`src/rtl/adc_host_pkg.sv`:
```
package adc_host_pkg;
  typedef enum logic [2:0] {
    PH_IDLE  = 3'd0,
    PH_CONV  = 3'd1,
    PH_WRISE = 3'd2,
    PH_WFALL = 3'd3,
    PH_READ  = 3'd4
  } phase_e;
endpackage

```
`src/rtl/adc_busy_sync.sv`:
```
module adc_busy_sync (
  input  logic clk,
  input  logic rst_n,
  input  logic busy_i,
  output logic busy_s,
  output logic busy_fell
);
  logic meta_q, sync_q, prev_q;

  always_ff @(posedge clk or negedge rst_n) begin
    if (!rst_n) begin
      meta_q <= 1'b0;
      sync_q <= 1'b0;
      prev_q <= 1'b0;
    end else begin
      meta_q <= busy_i;
      sync_q <= meta_q;
      prev_q <= sync_q;
    end
  end

  assign busy_s    = sync_q;
  assign busy_fell = prev_q & ~sync_q;
endmodule

```
`src/rtl/adc_phase_timer.sv`:
```
module adc_phase_timer #(
  parameter int W = 8
) (
  input  logic         clk,
  input  logic         rst_n,
  input  logic         load,
  input  logic [W-1:0] load_val,
  output logic         expired
);
  logic [W-1:0] cnt_q, cnt_d;
  logic         cnt_en;

  always_comb begin
    cnt_en = load | (cnt_q != '0);
    cnt_d  = load ? load_val : cnt_q - 1'b1;
  end

  always_ff @(posedge clk or negedge rst_n) begin
    if (!rst_n)      cnt_q <= '0;
    else if (cnt_en) cnt_q <= cnt_d;
  end

  assign expired = (cnt_q == '0);
endmodule

```
`src/rtl/adc_word_capture.sv`:
```
module adc_word_capture #(
  parameter int DATA_W = 12,
  parameter int OUT_W  = 16
) (
  input  logic              clk,
  input  logic              rst_n,
  input  logic              cap_en,
  input  logic              keep,
  input  logic [DATA_W-1:0] db_i,
  output logic [OUT_W-1:0]  data_o,
  output logic              valid_o
);
  logic [OUT_W-1:0] data_q;
  logic             valid_q;
  logic             upd_en;

  assign upd_en = cap_en & keep;

  always_ff @(posedge clk or negedge rst_n) begin
    if (!rst_n) begin
      data_q  <= '0;
      valid_q <= 1'b0;
    end else begin
      valid_q <= upd_en;
      if (upd_en) data_q <= OUT_W'(db_i);
    end
  end

  assign data_o  = data_q;
  assign valid_o = valid_q;


  valid_pulse_chk: assert property (@(posedge clk) disable iff (!rst_n)
    valid_q |=> !valid_q);
endmodule

```
`src/rtl/adc_host_ctrl.sv`:
```
module adc_host_ctrl #(
  parameter int DATA_W       = 12,
  parameter int OUT_W        = 16,
  parameter int CONV_LOW_CYC = 2,
  parameter int RD_LOW_CYC   = 2,
  parameter int RISE_TMO     = 16,
  parameter int FALL_TMO     = 64
) (
  input  logic              clk,
  input  logic              rst_n,
  input  logic              start_i,
  input  logic              busy_i,
  input  logic [DATA_W-1:0] db_i,
  output logic              convst_n_o,
  output logic              cs_n_o,
  output logic              rd_n_o,
  output logic              valid_o,
  output logic [OUT_W-1:0]  data_o,
  output logic              err_o
);
  import adc_host_pkg::*;

  localparam int MAX_A  = (CONV_LOW_CYC > RD_LOW_CYC) ? CONV_LOW_CYC : RD_LOW_CYC;
  localparam int MAX_B  = (RISE_TMO > FALL_TMO) ? RISE_TMO : FALL_TMO;
  localparam int MAX_LD = (MAX_A > MAX_B) ? MAX_A : MAX_B;
  localparam int TMR_W  = $clog2(MAX_LD + 1);
  localparam logic [TMR_W-1:0] LD_CONV = TMR_W'(CONV_LOW_CYC - 1);
  localparam logic [TMR_W-1:0] LD_READ = TMR_W'(RD_LOW_CYC - 1);
  localparam logic [TMR_W-1:0] LD_RISE = TMR_W'(RISE_TMO - 1);
  localparam logic [TMR_W-1:0] LD_FALL = TMR_W'(FALL_TMO - 1);

  phase_e            state_q, state_d;
  logic              dummy_q, dummy_d;
  logic              err_q, err_d;
  logic              convst_n_q, strobe_n_q;
  logic              tmr_load, tmr_exp, cap_en;
  logic [TMR_W-1:0]  tmr_val;
  logic              busy_s, busy_fell;

  adc_busy_sync u_sync (
    .clk(clk), .rst_n(rst_n), .busy_i(busy_i),
    .busy_s(busy_s), .busy_fell(busy_fell)
  );

  adc_phase_timer #(.W(TMR_W)) u_timer (
    .clk(clk), .rst_n(rst_n), .load(tmr_load),
    .load_val(tmr_val), .expired(tmr_exp)
  );

  adc_word_capture #(.DATA_W(DATA_W), .OUT_W(OUT_W)) u_cap (
    .clk(clk), .rst_n(rst_n), .cap_en(cap_en), .keep(~dummy_q),
    .db_i(db_i), .data_o(data_o), .valid_o(valid_o)
  );

  always_comb begin
    state_d  = state_q;
    dummy_d  = dummy_q;
    err_d    = 1'b0;
    tmr_load = 1'b0;
    tmr_val  = '0;
    cap_en   = 1'b0;
    case (state_q)
      PH_IDLE: begin
        if (dummy_q || start_i) begin
          state_d  = PH_CONV;
          tmr_load = 1'b1;
          tmr_val  = LD_CONV;
        end
      end
      PH_CONV: begin
        if (tmr_exp) begin
          state_d  = PH_WRISE;
          tmr_load = 1'b1;
          tmr_val  = LD_RISE;
        end
      end
      PH_WRISE: begin
        if (busy_s) begin
          state_d  = PH_WFALL;
          tmr_load = 1'b1;
          tmr_val  = LD_FALL;
        end else if (tmr_exp) begin
          state_d = PH_IDLE;
          err_d   = 1'b1;
        end
      end
      PH_WFALL: begin
        if (busy_fell) begin
          state_d  = PH_READ;
          tmr_load = 1'b1;
          tmr_val  = LD_READ;
        end else if (tmr_exp) begin
          state_d = PH_IDLE;
          err_d   = 1'b1;
        end
      end
      PH_READ: begin
        if (tmr_exp) begin
          state_d = PH_IDLE;
          cap_en  = 1'b1;
          dummy_d = 1'b0;
        end
      end
      default: state_d = PH_IDLE;
    endcase
  end

  always_ff @(posedge clk or negedge rst_n) begin
    if (!rst_n) begin
      state_q    <= PH_IDLE;
      dummy_q    <= 1'b1;
      err_q      <= 1'b0;
      convst_n_q <= 1'b1;
      strobe_n_q <= 1'b1;
    end else begin
      state_q    <= state_d;
      dummy_q    <= dummy_d;
      err_q      <= err_d;
      convst_n_q <= (state_d != PH_CONV);
      strobe_n_q <= (state_d != PH_READ);
    end
  end

  assign convst_n_o = convst_n_q;
  assign cs_n_o     = strobe_n_q;
  assign rd_n_o     = strobe_n_q;
  assign err_o      = err_q;


  strobe_excl_chk: assert property (@(posedge clk) disable iff (!rst_n)
    !(!convst_n_o && !cs_n_o));


  read_after_fall_chk: assert property (@(posedge clk) disable iff (!rst_n)
    $fell(cs_n_o) |-> !busy_s);


  valid_at_release_chk: assert property (@(posedge clk) disable iff (!rst_n)
    valid_o |-> $rose(cs_n_o));


  err_pulse_chk: assert property (@(posedge clk) disable iff (!rst_n)
    err_o |=> !err_o);


  pair_move_chk: assert property (@(posedge clk) disable iff (!rst_n)
    $fell(cs_n_o) |-> $fell(rd_n_o));
endmodule

```
`config.mk`:
```
export PLATFORM = sky130hd
export DESIGN_NAME = adc_host_ctrl
export DESIGN_NICKNAME = d
export VERILOG_FILES = /design/src/rtl/adc_host_pkg.sv /design/src/rtl/adc_busy_sync.sv /design/src/rtl/adc_phase_timer.sv /design/src/rtl/adc_word_capture.sv /design/src/rtl/adc_host_ctrl.sv
export SDC_FILE = /design/constraint.sdc
export NUM_CORES = 1
export LEC_CHECK = 0
export ABC_AREA = 0
export CAP_MARGIN = 20
export CORE_MARGIN = 5
export CORE_UTILIZATION = 40
export DETAILED_ROUTE_END_ITERATION = 10
export HOLD_SLACK_MARGIN = 0.06
export PLACE_DENSITY = 0.69
export SETUP_SLACK_MARGIN = 0.1
export SLEW_MARGIN = 20
export SYNTH_ARGS = -nofsm -noshare
export SYNTH_HDL_FRONTEND = slang
export SYNTH_SLANG_ARGS = --single-unit
export TNS_END_PERCENT = 20
```
`constraint.sdc`:
```
create_clock -name clk -period 5.4 [get_ports clk]
set_clock_uncertainty 0.2 [all_clocks]
set_input_delay 1.62 -clock clk [delete_from_list [all_inputs] [get_ports clk]]
set_output_delay 1.62 -clock clk [all_outputs]
set_load 0.1 [all_outputs]
```
---- After elaboration in Yosys (flattened, before gate mapping) ----
Index checks and enable logic that the tools add are counted.
storage, ports and cells
  register bits after elaboration ......... 30
  word-level logic and storage cells ...... 49
operators by class
  $add $sub $neg .......................... 1
  equal/unequal tests ..................... 6
  mux-type cells .......................... 21
  bitwise logic cells ..................... 5
  reduce and logical (&&, ||, !) cells .... 5
operator list
  cell                                                 count
  one-hot mux 6 bit (4 select lines)                   1
  two-way mux 3 bit                                    5
  one-hot mux 3 bit (5 select lines)                   1
  two-way mux 1 bit                                    9
  logical NOT 7 bit                                    1
  two-way mux 7 bit                                    1
  nonzero test 7 bit                                   1
  subtractor 7 x 1 -> 7 bit, second input constant     1
  equality test 3 x 2 -> 1 bit, second input constant  2
  two-way mux 6 bit                                    1
  two-way mux 4 bit                                    1
  one-hot mux 1 bit (4 select lines)                   1
  equality test 3 x 1 -> 1 bit, second input constant  1
  equality test 3 bit, second input constant           1
  logical NOT 3 bit                                    1
  != test 3 x 1 -> 1 bit, second input constant        1
  != test 3 bit, second input constant                 1
  AND 1 bit                                            2
  NOT 1 bit                                            2
  one-hot mux 1 bit (2 select lines)                   1
  AND reduction 2 bit                                  1
  logical OR 1 bit                                     1
  bitwise OR 1 bit                                     1

---- Logic depth before layout (Yosys ltp) ----
Gate-level depths: netlist (run 1).
  depth in word-level cells ............... 5
  gate-level depth with buffers ........... 8

---- Cells and area by module ----
From an unflattened synthesis (run 1), not the netlist that was laid out.
unflattened totals
  cells, all modules ...................... 116
  area total of the unflattened synthesis .. 1,443.9 sq um
by module, submodules not included
  module            times used  cells an instance  area each (sq um)  sequential area each (sq um)
  adc_word_capture  1           33                 549.3              325.3
  adc_phase_timer   1           43                 434.2              175.2
  adc_host_ctrl     1           36                 371.6              178.9
  adc_busy_sync     1           4                  88.8               75.1

---- Least setup slack after synthesis (run 1) ----
No wires, ideal clock.
  kind .................................... reg2out
  start ................................... register strobe_n_q (netlist: cs_n_o)
  end ..................................... output rd_n_o
  arrival ................................. 1.217 ns
  required time ........................... 3.580 ns
  setup slack ............................. 2.363 ns
  cell stages (with the launch flop) ...... 2
  path buffers ............................ 1
  path through ............................ dfstp_2 > buf_4
RTL lines
  item                    RTL line              RTL
  start, declared         adc_host_ctrl.sv:35   logic convst_n_q, strobe_n_q;
  start signal, assigned  adc_host_ctrl.sv:120  strobe_n_q <= (state_d != PH_READ);
  end, declared           adc_host_ctrl.sv:16   output logic rd_n_o,
No word-level cell between the ends.

---- Final worst setup path (run 1) ----
  start ................................... register strobe_n_q (netlist: cs_n_o)
  end ..................................... output rd_n_o
No word-level cell between the ends.

==> results of run 1 <==
power by group through the flow:
stage               Clock, mW  Combinational [mW]  Sequential, mW
detailed placement          0              0.0285           0.231
CTS                     0.145              0.0286           0.226
global route            0.157              0.0303           0.227
finish                  0.138              0.0283           0.226
global placement            0              0.0285           0.231
floorplan                   0              0.0153           0.231
final timing paths:
kind	to	depth (start not counted)
setup / recovery	rd_n_o	1
hold / removal	u_sync.busy_s	0
setup reg to reg	u_cap.data_o[10]	6
hold reg to reg	u_sync.busy_s	0
max in group asynchronous	u_cap.data_o[3]	2
min in group asynchronous	err_o	1
area by class of cell:
| cell class | instances | area [µm²] | share of cell area [%] |
|---|---|---|---|
| flip-flops and latches | 30 | 754 | 45.0 |
| multi-input cells | 67 | 473 | 28.2 |
| repair buffers | 33 | 323 | 19.3 |
| clock buffers | 7 | 55.1 | 3.28 |
| well taps | 44 | 55.1 | 3.28 |
| clock inverters | 1 | 5.00 | 0.299 |
| inverters | 3 | 11.3 | 0.672 |
routing by layer:
| metal | global-route usage [%] | routed length (µm) | vias to the layer above | part of all wire, % |
|---|---|---|---|---|
| li1 | - | - | 432 | - |
| met1 | 14.3 | 1020 | 432 | 40 |
| met2 | 23.0 | 1290 | 24 | 51 |
| met3 | 6.24 | 188 | 4 | 7.5 |
| met4 | 4.57 | 31 | 0 | 1.2 |
| met5 | 0 | 0 | - | 0 |
synthesized netlist by cell type (2+ instances only):
cell      count  area share [%]
nor2_1        8             2.3
nor2b_1       2            0.97
a21oi_1       2            0.78
or3_1         2            0.97
dfstp_2       3             6.1
dfrtp_1      27              53
nand3b_1      2             1.2
and2_0        3             1.5
nor4_1        2            0.97
nand2_1       2            0.58
mux2_2       12              11
nor3_1        2            0.78
o21ai_0       6             2.3
inv_1         3            0.88
xnor2_1       2             1.4
buf_4         5             2.9
nand2b_1      4             1.9
stage by stage:
stage | instance area (µm²) | cells
floorplan | 1300 | 108
global route | 1680 | 185
global placement | 1620 | 177
detailed placement | 1620 | 177
finish | 1680 | 185
CTS | 1680 | 185
placed cells by master (no fill, tap or decap), drive strengths merged, types with 2 or more instances in the layout:
| cell | count |
|---|---|
| a21oi | 2 |
| and2 | 4 |
| buf | 2 |
| clkbuf | 7 |
| clkdlybuf4s50 | 31 |
| conb | 4 |
| dfrtp | 27 |
| dfstp | 3 |
| inv | 3 |
| mux2 | 12 |
| nand2 | 2 |
| nand2b | 4 |
| nand3b | 2 |
| nor2 | 8 |
| nor2b | 2 |
| nor3 | 3 |
| nor4 | 2 |
| o21ai | 6 |
| or3 | 2 |
| xnor2 | 2 |
kinds of logic after synthesis:
family | share of synthesized area, %
mux | 10.5
xor+xnor | 2.05
other cells | 0.292
compound gates | 7.30
flops | 58.7
simple gates | 14.8
buf+inv | 5.35
fa+ha+maj | 0.974
==> run summary, run 1 <==
The standard-cell row count is 20. The post-route clock period utilization came out at between 70% and 80%. STA classifies the critical path startpoint as a flop. The number of slew-limit violations in the final report came out at 0. The post-synthesis average cell area came out at 12.2 µm². The effective utilization at floorplan came out at 41.7%. The maximum VDD drop came out at 0.186 mV.

After detailed routing, the total wire length is ~2500 µm. The global-route usage over all layers came out at a little over an eighth. The switching power as a share of total power is 24.0%. The share of the core filled with cells is 54.5%. The number of warnings reported in the yosys synthesis log came out at 0. In this run the power density over the cells is roughly 230 nW/µm².

The max capacitance violation total is 0. The layout overhead on the synthesized area is 30.5%. The internal power contribution came out at about 0.30 mW. The critical path goes through clkdlybuf4s50_1.

Setup repair after global routing left no endpoint under its margin. The worst hold path begins at u_sync.meta_q. The number of nets at the end of the flow came out at about 160.

The biggest fanout along the worst timing path came out at 2. The start point of the critical path is cs_n_o. The clock-pin transition on the worst setup and hold timing paths is approximately 100 ps. The static leakage came out at roughly 0.73 nW. The highest-delay cell along the critical path is clkdlybuf4s50_1. In this run the horizontal extent of the chip is ~67 µm.

Routability-driven placement finished with a final weighted congestion of between 0.7 and 0.8. The antenna diode count came out at 0. The critical path is of the reg2out type. The slew at the pin with the worst max-slew slack is about 1000 ps. The distinct cell type count after synthesis is 35. The global-route congestion overflow total is 0. Headroom to the max-slew limit came out at about a third. Together, buffers and inverters on the worst path number 1. The final number of hold-violating endpoints came to 0. The routed layout has approximately 900 vias. The chip height is ~67 µm. The combinational group share of total power came out at between 7 and 8%. The number of instances in the synthesized netlist is roughly 110. The slack of the critical path came out at between 1500 and 2000 ps.

Per report_power, the clock group accounts for approximately a third of the total. The startpoint identified for the worst register-to-register timing path is u_timer.cnt_q[0]. The remaining number of nets flagged by the antenna check after routing is 0. The CTS buffer count is 5. 37 I/O pins were placed.

The floorplan core area is 3080 µm². The upper clock frequency limit is ~260 MHz. The number of iterations in the first detailed-routing pass is 4. The post-synthesis async set-or-reset flop share came out at 100%. The mapped netlist covers around 1300 µm². The delay of the slowest critical-path stage came out at between 1000 and 1500 ps.

In the routed design, unresolved DRC markers number 0. The initial antenna violation count is 0. Subtracting the final worst setup slack from the clock period gives between 3000 and 4000 ps. The first-pass GRT wire length is 4400 µm. The number of fill cells came out at 269.

The number of flops mapped to enable cells by yosys is 0. The number of DRC markers in iteration 0 came out at 11. The run finished with clean final reports. TritonCTS built the clock tree. The data arrival time of the critical path came out at ~2000 ps. For the worst-skew pair, the clock arrives at the later sink with an insertion delay of roughly 330 ps.

In the synthesized netlist the dominant register cell turns out to be dfrtp_1. The part of the Yosys area used for sequential elements is approximately three fifths. Counting along the longest clock path gives a buffer depth of 2.

In the final routed layout, each cell accounts on average for between 10 and 15 µm. The number of flip-flops under the largest register name came out at 12. After synthesis the netlist holds a flip-flop and latch count of 30. For flop-to-flop paths, the worst setup slack is 2270 ps. The post-cts sizing count came out at 0. The number of global-route vias before repair was approximately 960. The total power of the final layout came out at 0.393 mW. The net switching power figure is between 0.09 and 0.1 mW. The floorplan die area is 4450 µm².

The tightest min-delay check is of the reg2reg type. Final hold analysis gives a worst-case slack of about 160 ps. The summed negative setup slack over all endpoints came out at 0 ps. The number of setup buffers added after CTS is 0.

The share of layout cells above drive strength 1 is approximately 18%. The deepest level of the CTS H-tree came out at 2. The quantity of hold-fixing buffers added after cts came out at 0. The category of cells accounting for the largest share of critical-path delay is buffers and inverters. Entering global routing, the biggest net connects 27 pins.

The clock sink count came out at 30. The detailed-route vias per instance is between 4 and 5. Setup violations remaining at the end of the flow were counted as 0. The number of port buffers came out at 32. The worst setup path is captured at a primary output. The total half-perimeter wirelength after legalization and detailed placement is 1910 µm. The sequential share of power is between 50% and 60%. The placement-stage worst setup slack came out at 1920 ps. The required time of the critical path is 3580 ps.

In this run the clock root is driven by a clkbuf_4.
Power figures use the tool's default switching activity.
==> inputs of run 2 (changes only) <==
--- a/config.mk
+++ b/config.mk
@@ -11,7 +11,7 @@
 export CORE_UTILIZATION = 40
 export DETAILED_ROUTE_END_ITERATION = 10
 export HOLD_SLACK_MARGIN = 0.06
-export PLACE_DENSITY = 0.69
+export PLACE_DENSITY = 0.72
 export SETUP_SLACK_MARGIN = 0.1
 export SLEW_MARGIN = 20
 export SYNTH_ARGS = -nofsm -noshare
==> constraint.sdc (replaced) <==
create_clock -name clk -period 3.1 [get_ports clk]
set_clock_uncertainty 0.2 [all_clocks]
set_input_delay 0.93 -clock clk [delete_from_list [all_inputs] [get_ports clk]]
set_output_delay 0.93 -clock clk [all_outputs]
set_load 0.1 [all_outputs]
==> run summary, run 2 (synthesized netlist as in run 1, its figures left out) <==
The worst setup path is of the reg2reg kind. The max-slew headroom at the worst pin is 60.5% (+27 points). The floorplan core area is 3080 µm² (unchanged). TritonCTS built the clock tree. The total power density per cell area is 416 nW/µm² (+78%).

The met2 routed wirelength is 1180 µm (-7.9%). The share of layout cells above drive strength 1 was 29.6% (+12 points). The chip height came to 66.7 µm (unchanged). The length of routed met3 wiring is 236 µm (+26%). Of the available clock period, the critical path in the final layout requires around 90%. The top-level I/O count came out at 37 (unchanged). The number of iterations in the first detailed-routing pass is 4 (unchanged).

The summed negative setup slack over all endpoints is 0 ps (unchanged). The total DRC errors in the routed layout is 0 (unchanged). Setup repair after global routing left no endpoint under its margin. The upper clock frequency limit came out at between 300 and 400 MHz. The number of slew-limit violations in the final report is 0 (unchanged). The number of flip-flops under the largest register name came to 12 (unchanged). The post-layout instance count excluding filler cells was 186 (+0.54%). The signal on the critical path passes through inv_1 > ha_1 > or3b_1 > or4_1 > nor3_4 > mux2_2. The static leakage is 0.763 nW (+4.7%).

The number of DRC markers in iteration 0 is 45 (+34). The biggest fanout along the worst timing path is 13 (+11). CTS placed an instance of clkbuf_4 at the clock tree root.

The remaining number of nets flagged by the antenna check after routing came out at 0 (unchanged). The clock sink count is 30 (unchanged). The quantity of hold-fixing buffers added after cts came out at 0 (unchanged). The total via count after detailed routing came out at 902 (+1.1%).

The flow ran to the end, and the final reports show no timing, DRC or antenna violations. The share of the core filled with cells came to 53.5% (-0.98 points). The first-pass GRT wire length was 4270 µm (-3.0%). The clock latency reported for the late side of the worst-skew pair is 330 ps (about the same). Among cell families on the critical path, the largest total delay comes from simple AND/OR/NAND/NOR gates.

The deepest level of the CTS H-tree is 2 (unchanged). The delay of the slowest critical-path stage came to 540 ps (-590 ps). The count of placed standard cells including taps is 178 (+0.56%). The worst hold slack came out at 173 ps (+14.5 ps). The initial antenna violation count came out at 0 (unchanged). The maximum VDD drop is 0.233 mV (+25%). The tightest min-delay check is of the reg2reg type. The wire length the detailed router placed on met1 is 1050 µm (+3.5%). The CTS buffer count was 5 (unchanged). The number of setup buffers added after CTS was 0 (unchanged).

The number of port buffers came out at 32 (unchanged). The total half-perimeter wirelength after legalization and detailed placement is 1840 µm (-3.5%). The global-route congestion overflow total is 0 (unchanged). The slew at the pin with the worst max-slew slack is 590 ps (-406 ps).

The uppermost metal layer occupied by signal nets is met4. The top cell types in the final layout, fill and taps aside, are 27 x dfrtp_1, 19 x buf_4, 15 x clkdlybuf4s50_1. The antenna diode count is 0 (unchanged). The max capacitance violation total was 0 (unchanged). The count of buffer and inverter cells on the critical path is 1 (unchanged). STA classifies the critical path startpoint as a flop. The detailed-route vias per instance is 4.85 (+0.58%).

The slack of the critical path is 301 ps (-1280 ps). The standard-cell row count is 20 (unchanged). The number of nets at the end of the flow was 158 (+0.64%). The buffer depth of the longest clock path is 2 (unchanged). The number of setup violations in the final report came out at 0 (unchanged). Leaving out fill and tap cells, the most frequent cell in the layout is dfrtp_1. The final number of hold-violating endpoints is 0 (unchanged). The placement-stage worst setup slack came out at 263 ps (-1660 ps). The weighted congestion at the end of routability-driven global placement is 0.754 (+2.3%). The final period demand of the worst path came out at 2800 ps.

The width of the die is 66.7 µm (unchanged). The data arrival time of the critical path came out at 2820 ps (+820 ps). The number of global-route vias before repair is 939 (-1.8%). The required time of the critical path was 3120 ps (-460 ps). The worst setup path is captured at a flop. The wire length after detailed routing is 2520 µm (about the same). The largest net degree at the start of global routing is 31 (+15%). The layout overhead on the synthesized area is 28.1%.

The clock-pin transition on the worst setup and hold timing paths is 90 ps (about the same). The average routed wire per standard cell came out at 13.6 µm (-0.46%). The effective utilization at floorplan came out at 41.7% (unchanged).

The highest-delay cell along the critical path is nor3_4. The global-route usage over all layers is 13.4% (+0.031 points). The post-cts sizing count was 0 (unchanged). The floorplan die area is 4450 µm² (unchanged).
==> run 2: layer usage <==
layer	vias up	track usage, %
li1	429	-
met1	430	16.0
met2	38	19.8
met3	5	6.58
met4	0	6.85
met5	-	0
==> run 2: layout make-up <==
class	count	area, µm²
Tap cell	44	55.1
Timing Repair Buffer	34	293
Multi-Input combinational cell	67	473
Sequential cell	30	754
Clock inverter	1	5.00
Clock buffer	7	55.1
Fill cell	293	1430
Inverter	3	11.3
==> run 2: path summary, 6_finish.rpt <==
check | cells past startpoint | from | endpoint | slack (ps)
setup / recovery | 6 | u_timer.cnt_q[0] | u_cap.data_o[10] | 300
hold / removal | 0 | u_sync.meta_q | u_sync.busy_s | 170
setup reg to reg | 6 | u_timer.cnt_q[0] | u_cap.data_o[10] | 300
hold reg to reg | 0 | u_sync.meta_q | u_sync.busy_s | 170
max in group asynchronous | 2 | rst_n | dummy_q | 1610
min in group asynchronous | 2 | rst_n | state_q[1] | 770
==> run 2: per-stage QoR <==
step | power [mW] | cell area, µm²
6_report | 0.685 | 1650
5_1_grt | 0.718 | 1650
4_1_cts | 0.698 | 1650
3_5_place_dp | 0.453 | 1590
3_3_place_gp | 0.451 | 1590
2_1_floorplan | 0.428 | 1300
==> run 2: where the power goes <==
part           internal (mW)  switching, mW
sequential             0.393        0.00136
combinational         0.0181         0.0319
clock                  0.110          0.131
